--- config.mk ---
export PLATFORM = sky130hd
export DESIGN_NAME = scl_clock_gen
export DESIGN_NICKNAME = d
export VERILOG_FILES = /design/src/rtl/scl_gen_pkg.sv /design/src/rtl/scl_line_sync.sv /design/src/rtl/scl_phase_timer.sv /design/src/rtl/scl_clock_gen.sv
export SDC_FILE = /design/constraint.sdc
export NUM_CORES = 1
export LEC_CHECK = 0
export BUFFER_PORTS_ARGS = -buffer_cell sky130_fd_sc_hd__buf_2
export CAP_MARGIN = 20
export CORE_ASPECT_RATIO = 0.8
export CORE_MARGIN = 2
export CORE_UTILIZATION = 45
export DETAILED_ROUTE_END_ITERATION = 10
export SLEW_MARGIN = 20
export SYNTH_ARGS = -nofsm -noshare
export SYNTH_HDL_FRONTEND = slang
export SYNTH_SLANG_ARGS = --single-unit
--- constraint.sdc ---
create_clock -name clk -period 3.15 [get_ports clk]
set_input_delay 0.63 -clock clk [delete_from_list [all_inputs] [get_ports clk]]
set_output_delay 0.63 -clock clk [all_outputs]
set_load 0.005 [all_outputs]
--- src/rtl/scl_gen_pkg.sv ---
package scl_gen_pkg;

    typedef enum logic [1:0] {
        ST_IDLE      = 2'd0,
        ST_LOW       = 2'd1,
        ST_WAIT_HIGH = 2'd2,
        ST_HIGH      = 2'd3
    } scl_state_e;

endpackage

--- src/rtl/scl_line_sync.sv ---
// Two-flop synchroniser on the clock line plus a third flop for edge detection.
module scl_line_sync (
    input  logic clk,
    input  logic rst_n,
    input  logic line_in,
    output logic level,
    output logic rise,
    output logic fall
);

    logic meta_q;
    logic sync_q;
    logic last_q;

    always_ff @(posedge clk or negedge rst_n) begin
        if (!rst_n) begin
            meta_q <= 1'b1;
            sync_q <= 1'b1;
            last_q <= 1'b1;
        end else begin
            meta_q <= line_in;
            sync_q <= meta_q;
            last_q <= sync_q;
        end
    end

    assign level = sync_q;
    assign rise  = sync_q & ~last_q;
    assign fall  = ~sync_q & last_q;

endmodule

--- src/rtl/scl_phase_timer.sv ---
// Shared phase counter: cleared on request, counts while running.
module scl_phase_timer #(
    parameter int CW = 8
) (
    input  logic          clk,
    input  logic          rst_n,
    input  logic          clear,
    input  logic          run,
    input  logic [CW-1:0] limit,
    output logic [CW-1:0] count,
    output logic          done
);

    logic [CW:0] next_val;

    assign next_val = {1'b0, count} + {{CW{1'b0}}, 1'b1};
    assign done     = run && (next_val >= {1'b0, limit});

    always_ff @(posedge clk or negedge rst_n) begin
        if (!rst_n) begin
            count <= '0;
        end else if (clear) begin
            count <= '0;
        end else if (run) begin
            count <= next_val[CW-1:0];
        end
    end

endmodule

--- src/rtl/scl_clock_gen.sv ---
// Serial clock generator that follows the wired-AND clock line.
module scl_clock_gen
    import scl_gen_pkg::*;
#(
    parameter int STD_LOW_CYC   = 250,
    parameter int STD_HIGH_CYC  = 250,
    parameter int FAST_LOW_CYC  = 65,
    parameter int FAST_HIGH_CYC = 60
) (
    input  logic clk,
    input  logic rst_n,
    input  logic enable,
    input  logic fast_mode,
    input  logic stop_req,
    input  logic scl_in,
    output logic scl_pull_low,
    output logic scl_rise_stb,
    output logic scl_fall_stb
);

    localparam int STD_MAX  = (STD_LOW_CYC > STD_HIGH_CYC) ? STD_LOW_CYC : STD_HIGH_CYC;
    localparam int FAST_MAX = (FAST_LOW_CYC > FAST_HIGH_CYC) ? FAST_LOW_CYC : FAST_HIGH_CYC;
    localparam int MAX_CYC  = (STD_MAX > FAST_MAX) ? STD_MAX : FAST_MAX;
    localparam int CW       = $clog2(MAX_CYC + 1);

    localparam logic [CW-1:0] LIM_STD_LOW   = CW'(STD_LOW_CYC);
    localparam logic [CW-1:0] LIM_STD_HIGH  = CW'(STD_HIGH_CYC);
    localparam logic [CW-1:0] LIM_FAST_LOW  = CW'(FAST_LOW_CYC);
    localparam logic [CW-1:0] LIM_FAST_HIGH = CW'(FAST_HIGH_CYC);

    scl_state_e    state;
    scl_state_e    state_nxt;
    logic          scl_level;
    logic          edge_rise;
    logic          edge_fall;
    logic [CW-1:0] phase_cnt;
    logic [CW-1:0] phase_lim;
    logic          phase_done;
    logic          cnt_clear;
    logic          cnt_run;

    scl_line_sync i_sync (
        .clk     (clk),
        .rst_n   (rst_n),
        .line_in (scl_in),
        .level   (scl_level),
        .rise    (edge_rise),
        .fall    (edge_fall)
    );

    always_comb begin
        if (state == ST_HIGH) begin
            phase_lim = fast_mode ? LIM_FAST_HIGH : LIM_STD_HIGH;
        end else begin
            phase_lim = fast_mode ? LIM_FAST_LOW : LIM_STD_LOW;
        end
    end

    assign cnt_run   = (state == ST_LOW) || (state == ST_HIGH);
    assign cnt_clear = (state_nxt != state) || !cnt_run;

    scl_phase_timer #(
        .CW (CW)
    ) i_timer (
        .clk   (clk),
        .rst_n (rst_n),
        .clear (cnt_clear),
        .run   (cnt_run),
        .limit (phase_lim),
        .count (phase_cnt),
        .done  (phase_done)
    );

    // State register
    always_ff @(posedge clk or negedge rst_n) begin
        if (!rst_n) begin
            state <= ST_IDLE;
        end else begin
            state <= state_nxt;
        end
    end

    // Next-state logic
    always_comb begin
        state_nxt = state;
        if (!enable) begin
            state_nxt = ST_IDLE;
        end else begin
            unique case (state)
                ST_IDLE: begin
                    if (!stop_req) state_nxt = ST_LOW;
                end
                ST_LOW: begin
                    if (phase_done) state_nxt = ST_WAIT_HIGH;
                end
                ST_WAIT_HIGH: begin
                    if (scl_level) state_nxt = ST_HIGH;
                end
                ST_HIGH: begin
                    if (!scl_level) begin
                        state_nxt = ST_LOW;
                    end else if (phase_done) begin
                        state_nxt = stop_req ? ST_IDLE : ST_LOW;
                    end
                end
                default: state_nxt = ST_IDLE;
            endcase
        end
    end

    // Outputs
    always_comb begin
        scl_pull_low = (state == ST_LOW);
        scl_rise_stb = enable & edge_rise;
        scl_fall_stb = enable & edge_fall;
    end

endmodule

# Word-level counts from Yosys, hierarchy flattened
# Cells that the tools add are included.
[totals]
register_bits = 13
inputBits = 6
output_inout_bits = 3
word_cells = 36
[classes]
n_addsub = 1
order_cmp = 1
n_eq_ne = 4
mux = 13
bitwise_logic = 6
reduce_logical = 6
[op_table]
columns = ["cell", "n"]
rows = [
  ["8-bit 2-to-1 mux", 5],
  ["2-bit 2-to-1 mux", 6],
  ["8-bit by 1-bit adder with 9-bit output (second input constant)", 1],
  ["9-bit by 8-bit greater-or-equal comparator with 1-bit output", 1],
  ["2-bit one-hot mux with 4 select lines", 1],
  ["1-bit AND", 4],
  ["2-bit == test (second input constant)", 2],
  ["2-bit by 1-bit == test with 1-bit output (second input constant)", 1],
  ["2-bit zero test", 1],
  ["1-bit logical OR", 2],
  ["2-bit != test", 1],
  ["1-bit NOT", 2],
  ["2-bit nonzero test", 1],
  ["1-bit logical AND", 1],
  ["1-bit zero test", 1],
  ["1-bit 2-to-1 mux", 1],
]

# Longest topological paths before layout
# Gate-level depths: netlist (run 1).
[logic_depth]
depth_word = 11
ltp_mapped = 10
mapped_depth_nobuf = 10

# Cells and area by module
# A second synthesis (run 1) with hierarchy kept.
[unflattened]
hier_cells = 106
area_unflattened_um2 = 953.4
[modules_own_cells]
columns = ["mod", "n_inst", "cells_each", "area_per_inst_um2", "seq_area_each_um2"]
rows = [
  ["scl_phase_timer", 1, 77, 665.6, 200.2],
  ["scl_clock_gen", 1, 24, 193.9, 50.0],
  ["scl_line_sync", 1, 5, 93.8, 78.8],
]

# Worst setup path after synthesis (run 1)
# OpenSTA, ideal clock, no wires.
[synth_path]
kind = "input-to-reg"
startpoint = "input fast_mode"
endpoint = "register state[1]"
setup_time_ns = 0.136
arrival_time_ns = 2.184
setup_slack_ns = 0.830
cell_stages = 7
path_cell_list = "a21boi_0 ha_1 nand2b_1 a2111oi_0 a211o_1 or3b_1 a41oi_2"
[synth_between]
elab_chain_cells = 8
[synth_lines]
columns = ["element", "line_no", "rtl"]
rows = [
  ["start, declared", "scl_clock_gen.sv:13", "input logic fast_mode,"],
  ["8-bit 2-to-1 mux, on equally long branches", "scl_clock_gen.sv:55, scl_clock_gen.sv:53", ""],
  ["8-bit 2-to-1 mux (*)", "scl_clock_gen.sv:52", "if (state == ST_HIGH) begin"],
  ["9-bit by 8-bit greater-or-equal comparator with 1-bit output (*)", "scl_phase_timer.sv:17", "assign done = run && (next_val >= {1'b0, limit});"],
  ["1-bit logical AND (*)", "scl_phase_timer.sv:17", ""],
  ["2-bit 2-to-1 mux", "scl_clock_gen.sv:102", "end else if (phase_done) begin"],
  ["2-bit 2-to-1 mux", "scl_clock_gen.sv:100", "if (!scl_level) begin"],
  ["2-bit one-hot mux with 4 select lines (*)", "scl_clock_gen.sv:89", "unique case (state)"],
  ["2-bit 2-to-1 mux (*)", "scl_clock_gen.sv:86", "if (!enable) begin"],
  ["via state_nxt[1]", "scl_clock_gen.sv:32", "scl_state_e state_nxt;"],
  ["end signal, assigned", "scl_clock_gen.sv:79", "state <= state_nxt;"],
  ["end, declared", "scl_clock_gen.sv:31", "scl_state_e state;"],
]
# The timed path passes the listed nets; every way through them passes the cells marked *.
# A chain may end at the register's enable or synchronous reset.

# Worst setup path after layout (run 1)
[layout_path]
startpoint = "register state[1]"
endpoint = "register i_timer.count[2]"
[layout_between]
elab_chain_cells = 11
[layout_lines]
columns = ["element", "line_no", "rtl"]
rows = [
  ["2-bit == test", "scl_clock_gen.sv:52, scl_clock_gen.sv:59, scl_clock_gen.sv:89", ""],
  ["8-bit 2-to-1 mux", "scl_clock_gen.sv:52", ""],
  ["9-bit by 8-bit greater-or-equal comparator with 1-bit output", "scl_phase_timer.sv:17", ""],
  ["1-bit logical AND", "scl_phase_timer.sv:17", ""],
  ["2-bit 2-to-1 mux", "scl_clock_gen.sv:102", ""],
  ["2-bit 2-to-1 mux", "scl_clock_gen.sv:100", ""],
  ["2-bit one-hot mux with 4 select lines", "scl_clock_gen.sv:89", ""],
  ["2-bit 2-to-1 mux", "scl_clock_gen.sv:86", ""],
  ["2-bit != test", "scl_clock_gen.sv:60", "assign cnt_clear = (state_nxt != state) || !cnt_run;"],
  ["1-bit logical OR", "scl_clock_gen.sv:60", ""],
  ["8-bit 2-to-1 mux or 2-bit nonzero test (tied branches)", "--", ""],
  ["end signal, assigned", "scl_phase_timer.sv:25", "count <= next_val[CW-1:0];"],
  ["end, declared", "scl_phase_timer.sv:10", "output logic [CW-1:0] count,"],
]
# Parallel ways exist; a longest one is shown, timed or not.

==> impl_metrics.toml, run 1 <==
[placed_design]
port_buffers = 8
hpwl_mm = 1.108
place_congestion = 0.7297

[flow_run]
maxCapViolCount = 0

[status]
outcome = "complete, no violations"

[yosys]
syn-cell-area_um2 = 797.0
synthCells = 81
synth-seq-area-share = 0.4129
synth-edff-count = 0
synth_top_area_cell = "dfrtp_1"
synth_top_area_share = 0.3140
yosysWarnings = 0
ys_types = 27
synthTopCellsByArea = "dfrtp_1, ha_1, dfstp_2, nor2b_1, xor2_1"
synthArstFlopShare = 1.000
syn_avg_cell_area_um2 = 9.840
synth_fp_nets = 96
ys_seq_elements = 13
synth_flop_cell = "dfrtp_1"

[die]
die_w_um = 51.05
num_io_pins = 9
core_area_mm2 = 0.001643
start_util = 0.4851
die-area_mm2 = 0.002126
die-height_um = 41.64
fp-row-count = 13

[critical_path]
cp.required_ns = 3.36
endpoint = "i_timer.count[2]$_DFFE_PN0P_"
path_class = "reg2reg"
cp_max_fo = 10
reg2reg_setup_slack_ns = 0.63
cpPeakStageDelay_ns = 0.50
path_cells = "a21boi_0 -> ha_1 -> nand2b_1 -> a2111oi_0 -> a211o_1 -> nand3_2 -> nor2b_1"
critical_path.startpoint = "state[1]$_DFF_PN0_"
crit_arrival_ns = 2.73
r2r-end = "i_timer.count[2]$_DFFE_PN0P_"
r2r_start = "state[1]$_DFF_PN0_"
cp_slowest_cell = "a21boi_0"
critPathCaptureType = "flip-flop"
reg2reg_depth = 7
start_kind = "flip-flop"

[sta]
finalHoldViolCount = 0
rsz0062_at_grt = "no"
drv_slew = 0
fin_crit_sh = 0.7985
worst_slew_pin_slew_ns = 0.5615
fin_crit_ns = 2.515
tns_ns = 0
fmax_ghz = 0.3976
skew_ns = 0.005840
slew_headroom = 0.6223
setup_viol = 0

[power]
p_leak_nw = 0.4352
power_mw = 0.3081
ir_drop_mv = 0.2429
power.density_mw_per_mm2 = 348.3

[global_route]
grtUsageTotal = 0.1683
first_global_vias = 558
grt_overflow = 0
antenna_found_initial = 0
grt_max_degree = 14
grt_pass1_wl_mm = 2.518

[clock_tree]
hold_buffers = 0
cts_resized = 0
clock-root-buffer = "clkbuf_4"
postCtsSetupBuffers = 0
ctsLongestPathBuffers = 2
insertion_delay_ns = 0.28
clkSinkCount = 13
cts_tree = "yes"
h-tree-depth = 1
cts_buffers = 3
cts.clk_slew.worst_paths_ns = 0.09

[drt]
first_pass_iters = 4
via_per_inst = 5.159
drt_iter0_drc = 7
drtAntennaViolNets = 0
wl_per_cell_um = 13.01
wl_mm = 1.470
vias = 583
drc = 0

[finish]
synthToLayoutAreaGrowth_pct = 10.99
layout-drive-gt1-share = 0.1978
layout_commonest_cell = "dfrtp_1"
utilization = 0.5385
diodes = 0
final_cell_mix = "dfrtp_1, ha_1, buf_2"
nets = 107

[worst_hold_path]
hp-class = "in2async"
[cells by family (layout without fill, tap and decap cells)]
| family | Yosys count | in the layout | synth area share |
|---|---|---|---|
| fa+ha+maj | 9 | 9 | 0.1413 |
| flops | 13 | 13 | 0.4129 |
| simple gates | 32 | 32 | 0.2119 |
| compound gates | 14 | 14 | 0.1350 |
| xor+xnor | 6 | 6 | 0.06593 |
| buf+inv | 7 | 17 | 0.03297 |
[worst max-delay path, delay by kind of cell (launching register included)]
kind,cells,cell delay (ns)
AO/OA/AOI/OAI,3,1.12
adder cells (fa/ha/maj),1,0.33
flip-flops,1,0.49
AND/OR/NAND/NOR,3,0.49
[layer usage]
layer / GRT usage / vias to the layer above / part of all wire
met4: 0.04865 / 0 / 0.013
met1: 0.2207 / 266 / 0.51
met5: 0 / - / 0
met2: 0.2571 / 7 / 0.44
met3: 0.06475 / 4 / 0.036
li1: - / 306 / -
[power breakdown]
group | switching [mW] | internal [mW]
combinational | 0.0150 | 0.0108
clock | 0.0588 | 0.0472
sequential | 0.00413 | 0.172
[stage by stage]
| stage | instance area, µm² | hold WS, ns | setup slack (ns) | instances |
|---|---|---|---|---|
| 2_1_floorplan | 797.0 | 0.3344 | 0.8304 | 81 |
| 3_3_place_gp | 857.1 | 0.3481 | 0.5128 | 109 |
| 3_5_place_dp | 857.1 | 0.3468 | 0.4094 | 109 |
| 4_1_cts | 884.6 | 0.2229 | 0.6060 | 113 |
| 5_1_grt | 884.6 | 0.2416 | 0.4254 | 113 |
| 6_report | 884.6 | 0.2179 | 0.6348 | 113 |
[how the worst min path moves through the flow]
stage,startpoint,slack [ns],cells after the start,to
2_1_floorplan,rst_n,0.33,0,i_timer.count[0]$_DFFE_PN0P_
3_3_place_gp,i_sync.meta_q$_DFF_PN1_,0.35,0,i_sync.level$_DFF_PN1_
3_5_place_dp,i_sync.meta_q$_DFF_PN1_,0.35,0,i_sync.level$_DFF_PN1_
4_1_cts,rst_n,0.22,1,i_timer.count[3]$_DFFE_PN0P_
5_1_grt,rst_n,0.24,1,i_timer.count[6]$_DFFE_PN0P_
6_report,rst_n,0.22,1,i_timer.count[3]$_DFFE_PN0P_
[Yosys cell counts (2+ instances only)]
master    number
dfrtp_1       10
a21oi_1        2
nand2b_1       3
nand3_1        4
inv_1          5
ha_1           9
xnor2_1        2
dfstp_2        3
clkbuf_1       2
xor2_1         4
nor2b_1        7
nand2_1        6
nor2_1         7
and3_1         2
o21ai_0        3
[layout make-up]
cell class,count,area (µm²)
clock buffer,3,22.52
clock inverter,1,5.005
fill,160,758.2
inverter,5,18.77
multi-input combinational,61,441.7
sequential,13,329.1
tap,22,27.53
timing repair buffer,8,40.04
[registers in the layout, summed over array words and instances (netlist names)]
| register | flops |
|---|---|
| i_timer.count | 8 |
| i_sync.last_q | 1 |
| state | 2 |
| i_sync.level | 1 |
| i_sync.meta_q | 1 |
No activity file was read; power rests on OpenSTA's default activity.
==> run 2, diff against run 1 <==
- PLACE_DENSITY: default -> 0.66
- clock period: 3.15 -> 2.1 ns (I/O delays scaled with it)
==> run 2 against run 1 <==
  * The flow now finishes with violations (setup timing)
  * Critical endpoint is now state[1]$_DFF_PN0_
  * Non-clock buffer count up 16
  * Cell count rose by 14%
  * Clock power up 47%
  * Sequential power increased by 49%
  * Setup slack worse by 0.84 ns
  * Highest routed layer unchanged
  * Routed wire length up 23%
  * Largest power group unchanged
  * Critical path type unchanged
==> impl_metrics.toml, run 2 (synthesized netlist as in run 1, its figures left out) <==
[drt]
wl_per_cell_um = 14.06
drtAntennaViolNets = 0
drt_iter0_drc = 12
via_per_inst = 5.318
wl_mm = 1.814
drc = 0
first_pass_iters = 4
vias = 686

[critical_path]
cp.required_ns = 2.30
path_cells = "and3_4 -> nand3_4 -> xnor2_2 -> ha_1 -> buf_4 -> o2111ai_2 -> a211o_1 -> or3b_1 -> a41oi_2"
r2r-end = "state[1]$_DFF_PN0_"
cp_slowest_cell = "dfrtp_1"
start_kind = "flip-flop"
reg2reg_setup_slack_ns = -0.20
critical_path.startpoint = "i_timer.count[1]$_DFFE_PN0P_"
r2r_start = "i_timer.count[1]$_DFFE_PN0P_"
reg2reg_depth = 9
critPathCaptureType = "flip-flop"
cp_max_fo = 4
endpoint = "state[1]$_DFF_PN0_"
path_class = "reg2reg"
cpPeakStageDelay_ns = 0.40
crit_arrival_ns = 2.50

[power]
power.density_mw_per_mm2 = 426.8
ir_drop_mv = 0.5095
clkPwrFrac = 0.325
power_mw = 0.4791
switchingPower_mw = 0.1179
p_sw_frac = 0.2462
p_leak_nw = 0.5304
p_comb_frac = 0.125
p_int_mw = 0.3611
p_seq_frac = 0.550

[finish]
final_area_mm2 = 0.001122
fill_cells = 128
layout_commonest_cell = "buf_4"
largest_reg_flops = 8
nets = 123
top_register = "i_timer.count"
final_cell_mix = "buf_4, dfrtp_1, buf_2"
synthToLayoutAreaGrowth_pct = 40.82
largestRegisters = "i_timer.count x8, state x2"
diodes = 0
layout-drive-gt1-share = 0.4673

[placed_design]
hpwl_mm = 1.210
place_congestion = 0.8436
port_buffers = 8
placed_area_um2 = 930.9

[clock_tree]
clkSinkCount = 13
cts_tree = "yes"
clock-root-buffer = "clkbuf_4"
cts_buffers = 3
cts.clk_slew.worst_paths_ns = 0.08
h-tree-depth = 1
insertion_delay_ns = 0.28
ctsLongestPathBuffers = 2

[sta]
worst_slack_ns = -0.2013
finalHoldViolCount = 0
rsz0062_at_grt = "yes"
fin_crit_sh = 1.096
fin_crit_ns = 2.301
slew_headroom = 0.8010
fmax_ghz = 0.4345
hold_slack_ns = 0.01467
tns_ns = -1.370
skew_ns = 0.003305
worst_slew_pin_slew_ns = 0.2985
drv_slew = 0
setup_viol = 10

[die]
start_util = 0.4851
fp-row-count = 13
die-area_mm2 = 0.002126
die-height_um = 41.64
core_area_mm2 = 0.001643
die_w_um = 51.05
num_io_pins = 9

[worst_hold_path]
hp-class = "in2async"

[status]
violations = "setup timing"
outcome = "complete, but fails checks"

[global_route]
antenna_found_initial = 0
grt_max_degree = 14
grt_pass1_wl_mm = 2.822
grt_overflow = 0
first_global_vias = 619
grtUsageTotal = 0.1797

[flow_run]
maxCapViolCount = 0
==> run 2: changes by cell type in the layout (fill, tap and decap cells not counted), sizes merged <==
cell / previous run / this run
clkbuf: 3 / 4
buf: 8 / 24
clkinv: 1 / 0
==> run 2: metal layers <==
layer,share of wire,vias up,track usage
li1,-,336,-
met1,0.47,326,0.2414
met2,0.47,20,0.2805
met3,0.046,4,0.07554
met4,0.017,0,0.01622
met5,0,-,0
==> run 2: layout make-up <==
type	instances	area (µm²)	share of cell area
clock buffers	4	26.28	0.02341
inverters	5	18.77	0.01672
multi-input cells	61	556.8	0.4961
flip-flops and latches	13	329.1	0.2932
well taps	22	27.53	0.02453
repair buffers	24	163.9	0.1460
==> run 2: worst max-delay path, delay by kind of cell, from the launching register on <==
family,cells,cell delay (ns)
AOI/OAI and AO/OA,3,0.53
xor gates and xnor gates,1,0.15
adders and majority gates,1,0.32
buffers and inverters,1,0.12
DFF,1,0.40
and+or+nand+nor,3,0.70
==> run 2: worst min path at each step <==
stage / startpoint / endpoint / slack, ns / cells after the start
final: rst_n / i_timer.count[6]$_DFFE_PN0P_ / 0.01 / 1
after floorplan: rst_n / i_timer.count[0]$_DFFE_PN0P_ / 0.12 / 0
after global routing: rst_n / i_timer.count[3]$_DFFE_PN0P_ / 0.03 / 1
after CTS: rst_n / i_timer.count[3]$_DFFE_PN0P_ / 0.02 / 1
after detailed placement: rst_n / i_timer.count[6]$_DFFE_PN0P_ / 0.32 / 1
after global placement: rst_n / i_timer.count[6]$_DFFE_PN0P_ / 0.32 / 1
==> run 2: repair_timing <==
item | 4_1_cts | 5_1_grt
gates resized for setup | 9 | 12
setup endpoints to repair | 10 | 10
setup buffers | 2 | 6
hold buffers | 0 | 0
pin swaps | 8 | 6
==> run 2: power by group through the flow <==
stage | clock network (mW) | logic [mW] | registers [mW]
after floorplan | 0 | 0.0219 | 0.268
after global placement | 0 | 0.0467 | 0.267
after detailed placement | 0 | 0.0475 | 0.268
after CTS | 0.160 | 0.0498 | 0.263
after global routing | 0.172 | 0.0667 | 0.264
final | 0.156 | 0.0598 | 0.263
==> run 2: per-stage QoR <==
| stage | std cells | worst slack (ns) | utilization |
|---|---|---|---|
| finish | 129 | -0.2013 | 0.6832 |
| global route | 129 | -0.3071 | 0.6832 |
| CTS | 123 | -0.1660 | 0.6177 |
| detailed placement | 117 | -0.2476 | 0.5666 |
| global placement | 117 | -0.2395 | 0.5666 |
| floorplan | 81 | -0.007591 | - |
==> run 3, diff against run 2 <==
- PLACE_DENSITY: 0.66 -> default
- clock period: 2.1 -> 2.2 ns (I/O delays scaled with it)
==> run 3 against run 2 <==
  * First-iteration DRC count up 67%
  * Global-route usage down 0.92 points
  * Cell count down 1.6%
  * The flow still finishes with violations (setup timing)
  * Worst hold slack better by 0.017 ns
  * Largest power group unchanged
  * Register-to-register slack better by 0.14 ns
  * Setup slack better by 0.14 ns
  * Sequential share of layout area up 0.98 points
  * Combinational power down 12%
  * Sequential cell count unchanged
  * Clock skew down 0.00073 ns
  * Largest cell class unchanged
  * Core utilization down 2.2 points
==> impl_metrics.toml, run 3 (synthesized netlist as in run 1, its figures left out) <==
[sta]
worst_slack_ns = -0.06354
fmax_ghz = 0.4418
fin_crit_ns = 2.264
worst_slew_pin_slew_ns = 0.3475
setup_viol = 3
fin_crit_sh = 1.029
drv_slew = 0
skew_ns = 0.002573
rsz0062_at_grt = "yes"
slew_headroom = 0.7677
finalHoldViolCount = 0

[drt]
drtAntennaViolNets = 0
wl_per_cell_um = 13.16
vias = 652
drt_iter0_drc = 20
first_pass_iters = 4
wl_mm = 1.671
drc = 0
via_per_inst = 5.134

[global_route]
first_global_vias = 579
grtUsageTotal = 0.1705
grt_overflow = 0
antenna_found_initial = 0
grt_pass1_wl_mm = 2.635
grt_max_degree = 14

[finish]
top_register = "i_timer.count"
final_cell_mix = "buf_4, dfrtp_1, buf_2"
instances_no_fill = 127
layout-drive-gt1-share = 0.4381
fill_cells = 138
synthToLayoutAreaGrowth_pct = 36.26
largestRegisters = "i_timer.count x8, state x2"
final_area_mm2 = 0.001086
seq_area_um2 = 329.1
largest_reg_flops = 8
diodes = 0
multi_input_area_um2 = 538.0
nets = 121
layout_commonest_cell = "buf_4"

[clock_tree]
cts.clk_slew.worst_paths_ns = 0.08
h-tree-depth = 1
clock-root-buffer = "clkbuf_4"
ctsLongestPathBuffers = 2
clkSinkCount = 13
cts_tree = "yes"
cts_buffers = 3
insertion_delay_ns = 0.28

[critical_path]
path_cells = "and3_4 -> nand2_1 -> nor2_1 -> xor2_1 -> ha_1 -> o2111ai_1 -> a211o_1 -> or3b_4 -> a41oi_2"
critPathCaptureType = "flip-flop"
cpPeakStageDelay_ns = 0.39
crit_arrival_ns = 2.47
reg2reg_depth = 9
path_class = "reg2reg"
reg2reg_setup_slack_ns = -0.06
r2r_start = "i_timer.count[0]$_DFFE_PN0P_"
r2r-end = "state[1]$_DFF_PN0_"
cp_slowest_cell = "dfrtp_1"
start_kind = "flip-flop"
cp_max_fo = 3
cp.required_ns = 2.40

[die]
die-area_mm2 = 0.002126
num_io_pins = 9
core_area_mm2 = 0.001643
start_util = 0.4851
die_w_um = 51.05
die-height_um = 41.64
fp-row-count = 13

[power]
power.density_mw_per_mm2 = 415.8
ir_drop_mv = 0.3830
p_leak_nw = 0.5177

[placed_design]
hpwl_mm = 1.188
place_congestion = 0.7802
place_inst = 117
placed_area_um2 = 922.1
port_buffers = 8

[worst_hold_path]
hp-class = "in2async"

[status]
violations = "setup timing"
outcome = "complete, but fails checks"

[flow_run]
maxCapViolCount = 0
[run 3: worst max-delay path by stage]
| stage | from | to | slack [ns] | cells after the start |
|---|---|---|---|---|
| 6_report | i_timer.count[0]$_DFFE_PN0P_ | state[1]$_DFF_PN0_ | -0.06 | 9 |
| 5_1_grt | i_timer.count[0]$_DFFE_PN0P_ | state[1]$_DFF_PN0_ | -0.17 | 10 |
| 4_1_cts | i_timer.count[0]$_DFFE_PN0P_ | state[1]$_DFF_PN0_ | -0.03 | 9 |
| 3_5_place_dp | i_timer.count[0]$_DFFE_PN0P_ | i_timer.count[4]$_DFFE_PN0P_ | -0.17 | 10 |
| 3_3_place_gp | i_timer.count[0]$_DFFE_PN0P_ | state[1]$_DFF_PN0_ | -0.16 | 9 |
| 2_1_floorplan | i_timer.count[0]$_DFFE_PN0P_ | state[1]$_DFF_PN0_ | 0.03 | 9 |
[run 3: repair_timing]
action | 4_1_cts | 5_1_grt
endpoints found under the setup margin | 10 | 10
hold buffers | 0 | 0
setup buffers | 4 | 2
pin swaps | 9 | 15
gates resized for setup | 4 | 15
[run 3: metal layers]
layer / up-vias / track usage / wire length, µm
met5: - / 0 / 0
met4: 0 / 0.04865 / 15
met3: 2 / 0.06475 / 118
met2: 24 / 0.2468 / 734
met1: 298 / 0.2362 / 803
li1: 328 / - / -
[run 3: through the flow]
step / setup WS [ns] / hold slack (ns) / setup TNS, ns / total power [mW] / utilization
2_1_floorplan: 0.03494 / 0.1444 / 0 / 0.2757 / -
3_3_place_gp: -0.1583 / 0.3429 / -0.9481 / 0.3002 / 0.5613
3_5_place_dp: -0.1700 / 0.3449 / -1.421 / 0.3020 / 0.5613
4_1_cts: -0.02945 / 0.03684 / -0.1764 / 0.4561 / 0.6009
5_1_grt: -0.1699 / 0.04773 / -1.443 / 0.4761 / 0.6611
6_report: -0.06354 / 0.03166 / -0.07376 / 0.4516 / 0.6611
[run 3: worst max-delay path, delay by kind of cell, from the launching register on]
| kind | cells | cell delay (ns) |
|---|---|---|
| and+or+nand+nor | 4 | 0.82 |
| xor gates and xnor gates | 1 | 0.09 |
| DFF | 1 | 0.39 |
| adders and majority gates | 1 | 0.33 |
| AOI/OAI and AO/OA | 3 | 0.57 |
[run 3: layout make-up]
cell class	count	area share
multi-input cells	61	0.4954
well taps	22	0.02535
flip-flops and latches	13	0.3030
clock buffers	3	0.02074
repair buffers	22	0.1336
inverters	5	0.01728
clock inverters	1	0.004608
[run 3: power breakdown]
| group | internal (mW) | switching, mW | total [mW] |
|---|---|---|---|
| logic | 0.0247 | 0.0278 | 0.0525 |
| clock network | 0.0674 | 0.0810 | 0.148 |
| registers | 0.247 | 0.00413 | 0.251 |
